**src/rtl/blk_wprot_pkg.sv**
```systemverilog
package blk_wprot_pkg;

  typedef enum logic [1:0] {
    OP_NOP    = 2'b00,
    OP_LOCK   = 2'b01,
    OP_UNLOCK = 2'b10,
    OP_DOWN   = 2'b11
  } prot_op_e;

endpackage

```
**src/rtl/blk_addr_dec.sv**
```systemverilog
module blk_addr_dec #(
  parameter int ADDR_W    = 21,
  parameter int PARAM_W   = 12,
  parameter int MAIN_W    = 15,
  parameter int NUM_PARAM = 8,
  parameter int NUM_MAIN  = 14,
  parameter int IDX_W     = 5
) (
  input  logic [ADDR_W-1:0] addr,
  output logic              hit,
  output logic [IDX_W-1:0]  idx
);
  localparam longint TOP        = longint'(1) << ADDR_W;
  localparam longint PARAM_BASE = TOP - (longint'(NUM_PARAM) << PARAM_W);
  localparam longint MAIN_BASE  = PARAM_BASE - (longint'(NUM_MAIN) << MAIN_W);

  logic [ADDR_W-1:0] p_off;
  logic [ADDR_W-1:0] m_off;
  logic              in_param;

  always_comb begin
    p_off    = addr - ADDR_W'(PARAM_BASE);
    m_off    = addr - ADDR_W'(MAIN_BASE);
    in_param = ({1'b0, addr} >= (ADDR_W+1)'(PARAM_BASE));
    hit      = ({1'b0, addr} >= (ADDR_W+1)'(MAIN_BASE));
    if (!hit)
      idx = '0;
    else if (in_param)
      idx = IDX_W'(NUM_MAIN) + IDX_W'(p_off >> PARAM_W);
    else
      idx = IDX_W'(m_off >> MAIN_W);
  end
endmodule

```
**src/rtl/blk_perm_eval.sv**
```systemverilog
module blk_perm_eval (
  input  logic wp,
  input  logic down,
  input  logic lock,
  output logic allow
);
  always_comb begin
    case ({wp, down, lock})
      3'b100, 3'b110, 3'b000: allow = 1'b1;
      default:                allow = 1'b0;
    endcase
  end
endmodule

```
**src/rtl/blk_lock_array.sv**
```systemverilog
module blk_lock_array
  import blk_wprot_pkg::*;
#(
  parameter int NUM_BLK = 22,
  parameter int IDX_W   = 5
) (
  input  logic               clk,
  input  logic               rst_n,
  input  logic               wp,
  input  logic               cmd_valid,
  input  prot_op_e           cmd_op,
  input  logic               cmd_hit,
  input  logic [IDX_W-1:0]   cmd_idx,
  output logic [NUM_BLK-1:0] lk_q,
  output logic [NUM_BLK-1:0] dn_q
);
  for (genvar g = 0; g < NUM_BLK; g++) begin : g_blk
    logic sel;
    logic lk_d;
    logic dn_d;

    always_comb begin
      sel  = cmd_valid && cmd_hit && (cmd_idx == IDX_W'(g));
      lk_d = lk_q[g];
      dn_d = dn_q[g];
      if (sel) begin
        case (cmd_op)
          OP_LOCK:   lk_d = 1'b1;
          OP_UNLOCK: if (!(dn_q[g] && !wp)) lk_d = 1'b0;
          OP_DOWN: begin
            lk_d = 1'b1;
            dn_d = 1'b1;
          end
          default: ;
        endcase
      end
    end

    always_ff @(posedge clk or negedge rst_n) begin
      if (!rst_n) begin
        lk_q[g] <= 1'b1;
        dn_q[g] <= 1'b0;
      end else if (sel) begin
        lk_q[g] <= lk_d;
        dn_q[g] <= dn_d;
      end
    end
  end

  // lockdown bits never fall outside reset
  a_r6_down_sticky: assert property (@(posedge clk) disable iff (!rst_n)
    (($past(dn_q) & ~dn_q) == '0));

  // at most one block changes per cycle, and only after a command
  a_r5_single_target: assert property (@(posedge clk) disable iff (!rst_n)
    $countones((lk_q ^ $past(lk_q)) | (dn_q ^ $past(dn_q))) <= 1);

  a_r5_change_needs_cmd: assert property (@(posedge clk) disable iff (!rst_n)
    ((lk_q != $past(lk_q)) || (dn_q != $past(dn_q))) |-> $past(cmd_valid));
endmodule

```
**src/rtl/blk_wprot_ctrl.sv**
```systemverilog
module blk_wprot_ctrl
  import blk_wprot_pkg::*;
#(
  parameter int ADDR_W    = 21,
  parameter int PARAM_W   = 12,
  parameter int MAIN_W    = 15,
  parameter int NUM_PARAM = 8,
  parameter int NUM_MAIN  = 14
) (
  input  logic              clk,
  input  logic              rst_n,
  input  logic              wp_pin,
  input  logic              cmd_valid,
  input  logic [1:0]        cmd_op,
  input  logic [ADDR_W-1:0] cmd_addr,
  input  logic              req_valid,
  input  logic [ADDR_W-1:0] req_addr,
  output logic              req_grant,
  output logic              req_deny,
  input  logic [ADDR_W-1:0] stat_addr,
  output logic              stat_hit,
  output logic              stat_lock,
  output logic              stat_down
);
  localparam int NUM_BLK = NUM_PARAM + NUM_MAIN;
  localparam int IDX_W   = $clog2(NUM_BLK);

  // reset: asynchronous assertion, synchronous release
  logic [1:0] rst_sync_q;
  logic       rst_int_n;

  always_ff @(posedge clk or negedge rst_n) begin
    if (!rst_n) rst_sync_q <= 2'b00;
    else        rst_sync_q <= {rst_sync_q[0], 1'b1};
  end
  assign rst_int_n = rst_sync_q[1];

  logic             c_hit, r_hit;
  logic [IDX_W-1:0] c_idx, r_idx, s_idx;

  blk_addr_dec #(.ADDR_W(ADDR_W), .PARAM_W(PARAM_W), .MAIN_W(MAIN_W),
                 .NUM_PARAM(NUM_PARAM), .NUM_MAIN(NUM_MAIN), .IDX_W(IDX_W))
    u_dec_cmd (.addr(cmd_addr), .hit(c_hit), .idx(c_idx));

  blk_addr_dec #(.ADDR_W(ADDR_W), .PARAM_W(PARAM_W), .MAIN_W(MAIN_W),
                 .NUM_PARAM(NUM_PARAM), .NUM_MAIN(NUM_MAIN), .IDX_W(IDX_W))
    u_dec_req (.addr(req_addr), .hit(r_hit), .idx(r_idx));

  blk_addr_dec #(.ADDR_W(ADDR_W), .PARAM_W(PARAM_W), .MAIN_W(MAIN_W),
                 .NUM_PARAM(NUM_PARAM), .NUM_MAIN(NUM_MAIN), .IDX_W(IDX_W))
    u_dec_stat (.addr(stat_addr), .hit(stat_hit), .idx(s_idx));

  logic [NUM_BLK-1:0] lk_vec, dn_vec;

  blk_lock_array #(.NUM_BLK(NUM_BLK), .IDX_W(IDX_W)) u_locks (
    .clk       (clk),
    .rst_n     (rst_int_n),
    .wp        (wp_pin),
    .cmd_valid (cmd_valid),
    .cmd_op    (prot_op_e'(cmd_op)),
    .cmd_hit   (c_hit),
    .cmd_idx   (c_idx),
    .lk_q      (lk_vec),
    .dn_q      (dn_vec)
  );

  logic r_lock, r_down, r_allow;

  always_comb begin
    r_lock    = r_hit ? lk_vec[r_idx] : 1'b1;
    r_down    = r_hit ? dn_vec[r_idx] : 1'b0;
    stat_lock = stat_hit ? lk_vec[s_idx] : 1'b0;
    stat_down = stat_hit ? dn_vec[s_idx] : 1'b0;
  end

  blk_perm_eval u_perm (
    .wp    (wp_pin),
    .down  (r_down),
    .lock  (r_lock),
    .allow (r_allow)
  );

  logic grant_d, deny_d;

  always_comb begin
    grant_d = req_valid && r_hit && r_allow;
    deny_d  = req_valid && !(r_hit && r_allow);
  end

  always_ff @(posedge clk or negedge rst_int_n) begin
    if (!rst_int_n) begin
      req_grant <= 1'b0;
      req_deny  <= 1'b0;
    end else begin
      req_grant <= grant_d;
      req_deny  <= deny_d;
    end
  end

  // one outcome per request, no strobe without a request
  a_r4_one_outcome: assert property (@(posedge clk) disable iff (!rst_int_n)
    req_valid |=> (req_grant != req_deny));

  a_r4_no_spurious: assert property (@(posedge clk) disable iff (!rst_int_n)
    (req_grant || req_deny) |-> $past(req_valid));

  // a locked-down block with the pin low is always refused
  a_r3_down_pin_low: assert property (@(posedge clk) disable iff (!rst_int_n)
    (req_valid && r_hit && !wp_pin && dn_vec[r_idx]) |=> req_deny);

  // a locked block is never granted
  a_r3_locked_refused: assert property (@(posedge clk) disable iff (!rst_int_n)
    (req_valid && r_hit && lk_vec[r_idx]) |=> !req_grant);
endmodule

```
**config.mk**
```make
export PLATFORM = sky130hd
export DESIGN_NAME = blk_wprot_ctrl
export DESIGN_NICKNAME = d
export VERILOG_FILES = /design/src/rtl/blk_wprot_pkg.sv /design/src/rtl/blk_addr_dec.sv /design/src/rtl/blk_perm_eval.sv /design/src/rtl/blk_lock_array.sv /design/src/rtl/blk_wprot_ctrl.sv
export SDC_FILE = /design/constraint.sdc
export NUM_CORES = 1
export LEC_CHECK = 0
export ABC_AREA = 1
export BUFFER_PORTS_ARGS = -buffer_cell sky130_fd_sc_hd__clkbuf_2
export CAP_MARGIN = 20
export CORE_MARGIN = 4
export CORE_UTILIZATION = 50
export DETAILED_ROUTE_END_ITERATION = 8
export MAX_ROUTING_LAYER = met4
export PLACE_DENSITY = 0.78
export SLEW_MARGIN = 20
export SYNTH_ARGS = -nofsm -noshare
export SYNTH_HDL_FRONTEND = slang
export SYNTH_SLANG_ARGS = --single-unit
```
**constraint.sdc**
```tcl
create_clock -name clk -period 2.7 [get_ports clk]
set_input_delay 0.54 -clock clk [delete_from_list [all_inputs] [get_ports clk]]
set_output_delay 0.54 -clock clk [all_outputs]
set_load 0.02 [all_outputs]
```
==> results of run 1 <==
==> state kept, by name, indices dropped and copies added, names as in the netlist <==
register,cells
req_grant,1
u_locks.lk_q,22
u_locks.dn_q,22
req_deny,1
rst_sync_q,2
==> cell type report <==
cell class                      instances  area share (%)
Inverter                               95            7.05
Clock inverter                          2           0.285
Tap cell                              102            2.42
Timing Repair Buffer                  123            17.4
Multi-Input combinational cell        469            48.0
Clock buffer                            6            1.57
Sequential cell                        48            23.3
==> repair_timing <==
action | CTS | global route
pin swaps | 23 | 2
endpoints found under the setup margin | 2 | 2
gates resized for setup | 55 | 4
setup buffers | 13 | 1
hold buffers | 1 | 0
hold endpoints to repair | 2 | 0
gates cloned | 3 | 0
==> per-layer routing <==
metal  vias up  GRT usage [%]
met5         -              -
met4         0           8.20
met3        38           4.45
met2       218           45.9
met1      2137           32.5
li1       2238              -
==> worst max-delay path, delay by kind of cell <==
family,cells,cell delay [ns]
compound gates,2,0.14
fa+ha+maj,1,0.13
simple gates,9,0.96
buf+inv,6,0.64
==> cell usage in the layout, fill, tap and decap left out, types with 5 or more instances in the layout <==
| master | Yosys | final |
|---|---|---|
| sky130_fd_sc_hd__a21oi_1 | 16 | 13 |
| sky130_fd_sc_hd__buf_12 | 0 | 7 |
| sky130_fd_sc_hd__buf_4 | 3 | 39 |
| sky130_fd_sc_hd__clkbuf_2 | 0 | 70 |
| sky130_fd_sc_hd__clkbuf_8 | 0 | 9 |
| sky130_fd_sc_hd__dfrtp_1 | 26 | 25 |
| sky130_fd_sc_hd__dfstp_2 | 22 | 22 |
| sky130_fd_sc_hd__ha_1 | 9 | 7 |
| sky130_fd_sc_hd__inv_1 | 88 | 84 |
| sky130_fd_sc_hd__inv_2 | 4 | 7 |
| sky130_fd_sc_hd__nand2_1 | 150 | 139 |
| sky130_fd_sc_hd__nand2_2 | 3 | 12 |
| sky130_fd_sc_hd__nand3_1 | 78 | 62 |
| sky130_fd_sc_hd__nand3_2 | 3 | 18 |
| sky130_fd_sc_hd__nand4_1 | 7 | 7 |
| sky130_fd_sc_hd__nor2_1 | 71 | 67 |
| sky130_fd_sc_hd__nor2_2 | 4 | 5 |
| sky130_fd_sc_hd__nor2_4 | 3 | 6 |
| sky130_fd_sc_hd__o21ai_0 | 67 | 66 |
| sky130_fd_sc_hd__o21ai_1 | 14 | 15 |
| sky130_fd_sc_hd__xnor2_1 | 5 | 5 |
| sky130_fd_sc_hd__xor2_1 | 7 | 7 |
==> kinds of logic after synthesis <==
kind of cell	share of synthesized area, %
adder cells (fa/ha/maj)	2.80
AND/OR/NAND/NOR	37.8
XOR/XNOR	2.62
flip-flops	30.6
AO/OA/AOI/OAI	14.4
buffers and inverters	11.7
other	0.0933
==> power by group through the flow <==
| stage | Sequential (uW) | Combinational, uW | Clock, uW |
|---|---|---|---|
| final | 805 | 540 | 455 |
| after global routing | 809 | 593 | 494 |
| after CTS | 803 | 525 | 462 |
| after detailed placement | 815 | 449 | 0 |
| after global placement | 812 | 436 | 0 |
| after floorplan | 799 | 288 | 0 |
==> worst min path at each step <==
stage,slack [ns],cells after the start,end
3_5_place_dp,0.33,1,rst_sync_q[0]
2_1_floorplan,0.24,0,rst_sync_q[0]
3_3_place_gp,0.33,1,rst_sync_q[0]
6_report,0.36,0,rst_sync_q[1]
4_1_cts,0.36,0,rst_sync_q[1]
5_1_grt,0.36,0,rst_sync_q[1]
==> stage by stage <==
stage / setup slack, ns / setup TNS [ns] / std cells / utilization (%)
after CTS: -0.226 / -0.450 / 844 / 67.6
after global routing: -0.351 / -0.670 / 845 / 67.8
final: -0.259 / -0.470 / 845 / 67.8
after floorplan: -0.0261 / -0.0261 / 628 / -
after detailed placement: -0.307 / -0.576 / 819 / 60.4
after global placement: -0.267 / -0.513 / 819 / 60.4
==> results.toml, run 1 <==
[logic_synthesis]
post_synth_num_cell_types = 43
synth_edf_count = 0
yosys.area.top_type_share_pct = 16.2
postSynthCellCount = 628
synth.top_cells.by_count = "sky130_fd_sc_hd__nand2_1, sky130_fd_sc_hd__inv_1, sky130_fd_sc_hd__nand3_1, sky130_fd_sc_hd__nor2_1, sky130_fd_sc_hd__o21ai_0"
postSynthAreaPerCell_um2 = 6.40
ys_async_sr_fraction_pct = 100
ys.flop_type = "sky130_fd_sc_hd__dfrtp_1"
synth.ff_latch_count = 48
synth_area_leader_cell = "sky130_fd_sc_hd__dfrtp_1"
synth_area_leaders = "sky130_fd_sc_hd__dfrtp_1, sky130_fd_sc_hd__dfstp_2, sky130_fd_sc_hd__nand2_1"
synth_nets = 707
synth.cell_area_um2 = 4020
most_frequent_cell_after_synthesis = "sky130_fd_sc_hd__nand2_1"
synthesis.yosys.warnings = 0
ys_seq_area_share_pct = 30.6

[floorplanning]
dieHeight_um = 97.7
die_x_um = 97.7
rows = 32
floorplan.io_pins = 75
core_area_um2 = 7770
die_area_um2 = 9540
initial_utilization_pct = 51.7

[drt]
drc = 0
post_drt_wl_per_cell_um = 15.1
detailroute.wirelength.met2_um = 6240
routed_wirelength_um = 12800
met3RoutedLength_um = 916
dr.first_iter.drc_count = 464
wl_met1_um = 5240
highest-signal-layer = "met4"
detailedRoute.firstPassIterationCount = 8
ant_nets = 0
num_vias = 4631
vias_per_cell = 5.48

[sta]
post-route-min-period_ns = 2.96
finClkSkew_ns = 0.00540
max_clock_freq_mhz = 338
rel_slew_slack_pct = 35.1
final-max-slew-violation-count = 0
post-route-period-util_pct = 110
tightestPinTransition_ns = 0.974
setup_violations = 2
fin_hold_ws_ns = 0.357
layout_setup_ws_ns = -0.259
timing.final.hold_violations = 0
rsz0062_at_grt = "true"

[layout]
num-nets-final = 821
flow.area_growth_from_synthesis_pct = 31.1
post-route-cell-area_um2 = 5270
antenna-diode-count = 0
area.sequential_um2 = 1230
multiInputGateArea_um2 = 2530
number_of_filler_instances_in_the_final_layout = 680
drive_above_1_share_pct = 30.6

[run_status]
failed_checks = "setup timing"
run_status = "complete, but fails checks"

[grt]
antenna_found_initial = 0
grt_first_pass_wirelength_um = 20700
gr-usage-all-layers_pct = 26.9
largest_net_degree_at_the_start_of_global_routing = 47
first_global_vias = 4513
overflow = 0

[worst_hold_path]
hold_path.startpoint = "rst_sync_q[0]"
hold_crit_path_type = "reg2reg"

[worst_setup_path]
worst_r2r_endpoint = "req_grant"
regToRegSetupSlack_ns = 1.25
critPathCapture = "stat_down"
setup.worst_path.start_class = "input port"
critPathSlowestCell = "sky130_fd_sc_hd__or2_4"
required_ns = 2.16
critical_path.max_stage_delay_ns = 0.25
crit_type = "in2out"
critical_path.cell_chain = "clkbuf_8 > ha_4 > nand3_4 > nor2_4 > inv_2 > or2_4 > o21ai_4 > inv_6 > buf_12 > buf_16 > nor2_1 > nor2_1 > nand2_1 > nand3_1 > nand3_2 > a21oi_4 > nor2_4 > clkbuf_8"
critical_path_start = "stat_addr[16]"
timing.rr.start = "u_locks.lk_q[6]"
critical_path_peak_fanout = 6
cp-end-kind = "primary output"
arrival_ns = 2.42
worst-r2r-cell-count = 11

[flow_run]
timing.max_cap.violations = 0

[clock_tree]
cts.sinks = 48
clock_latency_ns = 0.30
path_clk_slew_ns = 0.09
cts_buffer_depth = 2
htree_levels = 2
tritoncts = "yes"
cts_inserted_buffers = 5
cts_root_buf = "sky130_fd_sc_hd__clkbuf_8"

[power_and_ir_drop]
share_comb_of_total_power_pct = 30.0
p_leak_uw = 0.00259
net-switching-power_uw = 595
totalPowerFinal_uw = 1800
powerDensity_nw_per_um2 = 341
power.ir.vdd_worst_mv = 0.307
power.switching_fraction_pct = 33.0
cell_internal_pwr_uw = 1210
share_seq_of_total_power_pct = 44.7
clockPowerShare_pct = 25.3

[place]
detailedPlacementHpwl_um = 9520
placedInstanceArea_um2 = 4690
routabilityCongestion = 0.978
port_buffers = 74
(Power assumes the default switching activity.)
==> run 2: changes to the inputs <==
Settings changed: ABC_AREA 1 to default.
==> run 2 against run 1 <==
  * The run still ends with setup timing left
  * Cell count decreased by 18%
  * Wire length increased by 2.3%
  * Non-clock buffer count increased by 12
==> results.toml, run 2 <==
[run_status]
run_status = "complete, but fails checks"
failed_checks = "setup timing"

[logic_synthesis]
synth_nets = 546
synth_area_leader_cell = "sky130_fd_sc_hd__dfrtp_1"
most_frequent_cell_after_synthesis = "sky130_fd_sc_hd__o21ai_0"
synth_edf_count = 0
postSynthCellCount = 467
synth.top_cells.by_count = "sky130_fd_sc_hd__o21ai_0, sky130_fd_sc_hd__nand2_1, sky130_fd_sc_hd__inv_1, sky130_fd_sc_hd__dfrtp_1, sky130_fd_sc_hd__dfstp_2"
ys_seq_area_share_pct = 32.1
synth_area_leaders = "sky130_fd_sc_hd__dfrtp_1, sky130_fd_sc_hd__dfstp_2, sky130_fd_sc_hd__o21ai_0"
yosys.area.top_type_share_pct = 17.0
ys.flop_type = "sky130_fd_sc_hd__dfrtp_1"
synth.cell_area_um2 = 3820
synthesis.yosys.warnings = 0
ys_async_sr_fraction_pct = 100
post_synth_num_cell_types = 68
postSynthAreaPerCell_um2 = 8.19
synth.ff_latch_count = 48

[layout]
layout.cells.most_common_list = "sky130_fd_sc_hd__clkbuf_2, sky130_fd_sc_hd__buf_4, sky130_fd_sc_hd__o21ai_0"
multiInputGateArea_um2 = 2520
top_flop_regs = "u_locks.dn_q (22), u_locks.lk_q (22), rst_sync_q (2)"
area.sequential_um2 = 1230
final_common_cell = "sky130_fd_sc_hd__clkbuf_2"
flow.area_growth_from_synthesis_pct = 30.8
antenna-diode-count = 0
instances_no_fill = 695
drive_above_1_share_pct = 34.4
number_of_filler_instances_in_the_final_layout = 608
fin_util_pct = 68.2
num-nets-final = 674

[worst_setup_path]
timing.critical_path.buf_inv = 2
critical_path.max_stage_delay_ns = 0.46
cp-end-kind = "primary output"
crit_type = "in2out"
critPathSlowestCell = "sky130_fd_sc_hd__or3b_4"
critical_path_peak_fanout = 7
setup.worst_path.start_class = "input port"
arrival_ns = 2.48
cpLargestDelayFamily = "simple AND/OR/NAND/NOR gates"
crit_top_cell = "sky130_fd_sc_hd__o211ai_1"
required_ns = 2.16
critical_path.cell_chain = "clkbuf_2 > nor3b_2 > nand3_1 > o21ai_2 > or3b_4 > mux2i_1 > o221ai_1 > o211ai_1 > o211ai_1 > buf_4"

[sta]
tightestPinTransition_ns = 0.993
rel_slew_slack_pct = 33.8
rsz0062_at_grt = "true"
post-route-min-period_ns = 3.02
setup_violations = 2
post-route-period-util_pct = 112
timing.final.hold_violations = 0
timing.setup.tns_ns = -0.606
max_clock_freq_mhz = 331
final-max-slew-violation-count = 0
layout_setup_ws_ns = -0.324
finClkSkew_ns = 0.0106

[clock_tree]
cts_root_buf = "sky130_fd_sc_hd__clkbuf_8"
cts_inserted_buffers = 5
cts_buffer_depth = 2
htree_levels = 2
clock_latency_ns = 0.31
tritoncts = "yes"
path_clk_slew_ns = 0.09
cts.sinks = 48

[grt]
antenna_found_initial = 0
grtUsageMet1_pct = 37.0
global_route.peak_usage_layer = "met2"
overflow = 0
largest_net_degree_at_the_start_of_global_routing = 47
grtUsageMet2_pct = 49.9
grt_use_met3_pct = 3.24
gr-usage-all-layers_pct = 30.0
grt_first_pass_wirelength_um = 20600
first_global_vias = 4336

[floorplanning]
core_area_um2 = 7330
initial_utilization_pct = 52.1
die_x_um = 95.4
die_area_um2 = 9110
floorplan.io_pins = 75
rows = 31
dieHeight_um = 95.4

[drt]
detailedRoute.firstPassIterationCount = 5
dr.first_iter.drc_count = 381
drc = 0
vias_per_cell = 6.22
ant_nets = 0
num_vias = 4323
routed_wirelength_um = 13100
post_drt_wl_per_cell_um = 18.8

[power_and_ir_drop]
p_leak_uw = 0.00223
power.ir.vdd_worst_mv = 0.507
powerDensity_nw_per_um2 = 391
totalPowerFinal_uw = 1950

[place]
detailedPlacementHpwl_um = 10300
place_worst_setup_slack_ns = -0.458
post-place-cells = 681
port_buffers = 74
routabilityCongestion = 1.14

[worst_hold_path]
hold_crit_path_type = "reg2reg"

[flow_run]
timing.max_cap.violations = 0
[run 2: path summary, 6_finish.rpt]
check	start	endpoint	slack, ns	depth (start not counted)
hold / removal	rst_sync_q[0]	rst_sync_q[1]	0.36	0
min in group asynchronous	rst_sync_q[1]	u_locks.dn_q[1]	0.44	0
setup reg to reg	u_locks.lk_q[14]	req_grant	1.03	6
max in group asynchronous	rst_sync_q[1]	u_locks.dn_q[18]	1.64	0
setup / recovery	stat_addr[14]	stat_down	-0.32	10
hold reg to reg	rst_sync_q[0]	rst_sync_q[1]	0.36	0
[run 2: stage by stage]
stage          hold slack (ns)  cell area (um2)
6_report                 0.358             5000
5_1_grt                  0.376             5000
4_1_cts                  0.363             4930
3_5_place_dp             0.329             4730
3_3_place_gp             0.326             4730
2_1_floorplan            0.244             3880
[run 2: report_power, final]
group / internal [uW] / switching, uW / total (uW)
Combinational: 272 / 306 / 578
Sequential: 824 / 102 / 926
Clock: 189 / 261 / 450
Total: 1290 / 669 / 1950
[run 2: repair_timing]
| item | 4_1_cts | 5_1_grt |
|---|---|---|
| hold buffers | 1 | 0 |
| endpoints found under the hold margin | 2 | 0 |
| setup buffers | 4 | 1 |
| setup endpoints to repair | 2 | 2 |
| pin swaps | 6 | 5 |
| resized for setup | 13 | 12 |
[run 2: per-layer routing]
metal  vias up  part of all wire [%]
li1       2007                     -
met1      2012                    41
met2       271                    47
met3        33                   8.9
met4         0                   3.6
met5         -                     0
[run 2: kinds of logic (layout without fill, tap and decap cells)]
kind of cell / after synthesis / after routing / synth area share, %
compound gates: 182 / 182 / 31.0
xor+xnor: 8 / 8 / 1.83
fa+ha+maj: 9 / 9 / 2.95
buf+inv: 47 / 176 / 4.94
flops: 48 / 48 / 32.1
mux: 23 / 23 / 6.28
other cells: 1 / 1 / 0.0981
simple gates: 149 / 149 / 20.8
[run 2: final cells by class]
| cell class | count | area share [%] |
|---|---|---|
| Multi-Input combinational cell | 372 | 50.5 |
| Sequential cell | 48 | 24.6 |
| Timing Repair Buffer | 135 | 18.1 |
| Inverter | 33 | 2.48 |
| Tap cell | 99 | 2.48 |
| Clock buffer | 5 | 1.38 |
| Clock inverter | 3 | 0.501 |
[run 2: worst register-to-register path, cell delays in order (launching register included)]
cell                       delay (ns)
sky130_fd_sc_hd__dfstp_2         0.59
sky130_fd_sc_hd__o21ai_0         0.10
sky130_fd_sc_hd__a211oi_1        0.29
sky130_fd_sc_hd__o31ai_1         0.11
sky130_fd_sc_hd__a32oi_1         0.16
sky130_fd_sc_hd__o211ai_1        0.14
sky130_fd_sc_hd__and2_1          0.18
==> run 3: changes to the inputs <==
Settings changed: ABC_CLOCK_PERIOD_IN_PS from default to 2700, CORE_UTILIZATION 50 to 28, PLACE_DENSITY 0.78 to 0.5.
==> run 3 against run 2 <==
  * The flow still finishes with violations (setup timing)
  * Flip-flop and latch count is the same
  * Critical path depth shrank 1
  * Clock skew shrank 0.0046 ns
  * Cell count grew 11%
  * Register-to-register slack is essentially flat
  * Utilization shrank 30 points
  * Fmax grew 0.45%
  * Via count shrank 3.3%
  * Power grew 10%
==> results.toml, run 3 (synthesized netlist as in run 2, its figures left out) <==
[run_status]
run_status = "complete, but fails checks"
failed_checks = "setup timing"

[worst_setup_path]
required_ns = 2.16
arrival_ns = 2.47
setup.worst_path.start_class = "input port"
regToRegSetupSlack_ns = 1.03
critical_path_peak_fanout = 7
critPathSlowestCell = "sky130_fd_sc_hd__or3b_4"
cp-end-kind = "primary output"
timing.rr.start = "u_locks.lk_q[14]"
critical_path.cell_chain = "buf_6 > nor4_4 > nand3_1 > o21ai_2 > or3b_4 > o211ai_1 > a32oi_1 > o221ai_2 > clkbuf_8"
crit_type = "in2out"
worst-r2r-cell-count = 6
critical_path.max_stage_delay_ns = 0.47
worst_r2r_endpoint = "req_grant"

[floorplanning]
rows = 42
die_x_um = 125
floorplan.io_pins = 75
dieHeight_um = 125
core_area_um2 = 13300
initial_utilization_pct = 28.8
die_area_um2 = 15600

[sta]
max_clock_freq_mhz = 332
timing.final.hold_violations = 0
setup_violations = 2
fin_hold_ws_ns = 0.0203
finClkSkew_ns = 0.00601
rsz0062_at_grt = "true"
layout_setup_ws_ns = -0.310
post-route-min-period_ns = 3.01
rel_slew_slack_pct = 60.8
tightestPinTransition_ns = 0.587
post-route-period-util_pct = 111
final-max-slew-violation-count = 0

[drt]
num_vias = 4180
post_drt_wl_per_cell_um = 18.2
vias_per_cell = 5.44
detailedRoute.firstPassIterationCount = 5
dr.first_iter.drc_count = 284
routed_wirelength_um = 14000
drc = 0
ant_nets = 0

[power_and_ir_drop]
power.ir.vdd_worst_mv = 0.236
totalPowerFinal_uw = 2150
p_leak_uw = 0.00224
clockPowerShare_pct = 29.4
powerDensity_nw_per_um2 = 419
cell_internal_pwr_uw = 1470
net-switching-power_uw = 683
power.switching_fraction_pct = 31.7
share_comb_of_total_power_pct = 27.1
share_seq_of_total_power_pct = 43.4

[layout]
num-nets-final = 671
area.sequential_um2 = 1230
final_common_cell = "sky130_fd_sc_hd__clkbuf_2"
layout.cells.most_common_list = "sky130_fd_sc_hd__clkbuf_2, sky130_fd_sc_hd__o21ai_0, sky130_fd_sc_hd__buf_4"
antenna-diode-count = 0
number_of_filler_instances_in_the_final_layout = 1399
drive_above_1_share_pct = 34.6
flow.area_growth_from_synthesis_pct = 34.4
multiInputGateArea_um2 = 2540
top_flop_regs = "u_locks.dn_q (22), u_locks.lk_q (22), rst_sync_q (2)"

[grt]
grt_first_pass_wirelength_um = 22600
antenna_found_initial = 0
largest_net_degree_at_the_start_of_global_routing = 47
gr-usage-all-layers_pct = 18.3
overflow = 0
first_global_vias = 4196

[clock_tree]
path_clk_slew_ns = 0.06
cts_inserted_buffers = 5
hold_buffers = 0
cts.sinks = 48
clock_latency_ns = 0.29
htree_levels = 2
tritoncts = "yes"
cts_root_buf = "sky130_fd_sc_hd__clkbuf_16"
cts_buffer_depth = 2

[place]
place_worst_setup_slack_ns = -0.439
port_buffers = 74
routabilityCongestion = 1.01
detailedPlacementHpwl_um = 11100

[flow_run]
timing.max_cap.violations = 0

[worst_hold_path]
hold_crit_path_type = "in2async"
==> run 3: how the worst max path moves through the flow <==
stage,startpoint,depth (start not counted),endpoint,slack (ns)
after floorplan,stat_addr[15],10,stat_down,-0.13
after global placement,stat_addr[15],12,stat_lock,-0.41
after detailed placement,stat_addr[1],9,stat_lock,-0.44
after CTS,stat_addr[1],11,stat_down,-0.30
after global routing,stat_addr[11],10,stat_down,-0.50
final,stat_addr[11],9,stat_lock,-0.31
==> run 3: what timing repair did <==
item                                    4_1_cts  5_1_grt
hold endpoints to repair                      0        0
endpoints found under the setup margin        2        2
pin swaps                                     6        8
cloned                                        0        0
resized for setup                            18        8
buffers inserted                              3        2
==> run 3: area by class of cell <==
class                           instances  share of cell area (%)
Clock buffer                            7                    2.78
Clock inverter                          1                   0.146
Inverter                               33                    2.41
Multi-Input combinational cell        372                    49.4
Sequential cell                        48                    24.0
Tap cell                              176                    4.29
Timing Repair Buffer                  132                    17.0
==> run 3: power groups by stage <==
stage / clock [uW] / sequential, uW / combinational, uW
2_1_floorplan: 0 / 883 / 324
3_3_place_gp: 0 / 941 / 545
3_5_place_dp: 0 / 941 / 553
4_1_cts: 654 / 929 / 574
5_1_grt: 685 / 942 / 644
6_report: 634 / 935 / 584
==> run 3: metrics by stage <==
stage	area, um2	instances	setup TNS (ns)	utilization, %
6_report	5140	769	-0.598	38.6
4_1_cts	5080	767	-0.588	38.2
3_3_place_gp	4820	756	-0.936	36.3
3_5_place_dp	4820	756	-0.967	36.3
5_1_grt	5140	769	-0.928	38.6
2_1_floorplan	3880	467	-0.200	-
==> run 3: per-layer routing <==
metal / up-vias / GRT usage, % / part of all wire [%]
met5: - / - / 0
met4: 0 / 5.55 / 2.4
met3: 22 / 2.10 / 5.7
met2: 185 / 29.4 / 47
met1: 1978 / 24.2 / 45
li1: 1995 / - / -
==> run 3: critical path, delay by kind of cell <==
kind | cells | cell delay (ns)
AOI/OAI and AO/OA | 4 | 0.81
and+or+nand+nor | 3 | 0.84
buffers and inverters | 2 | 0.29
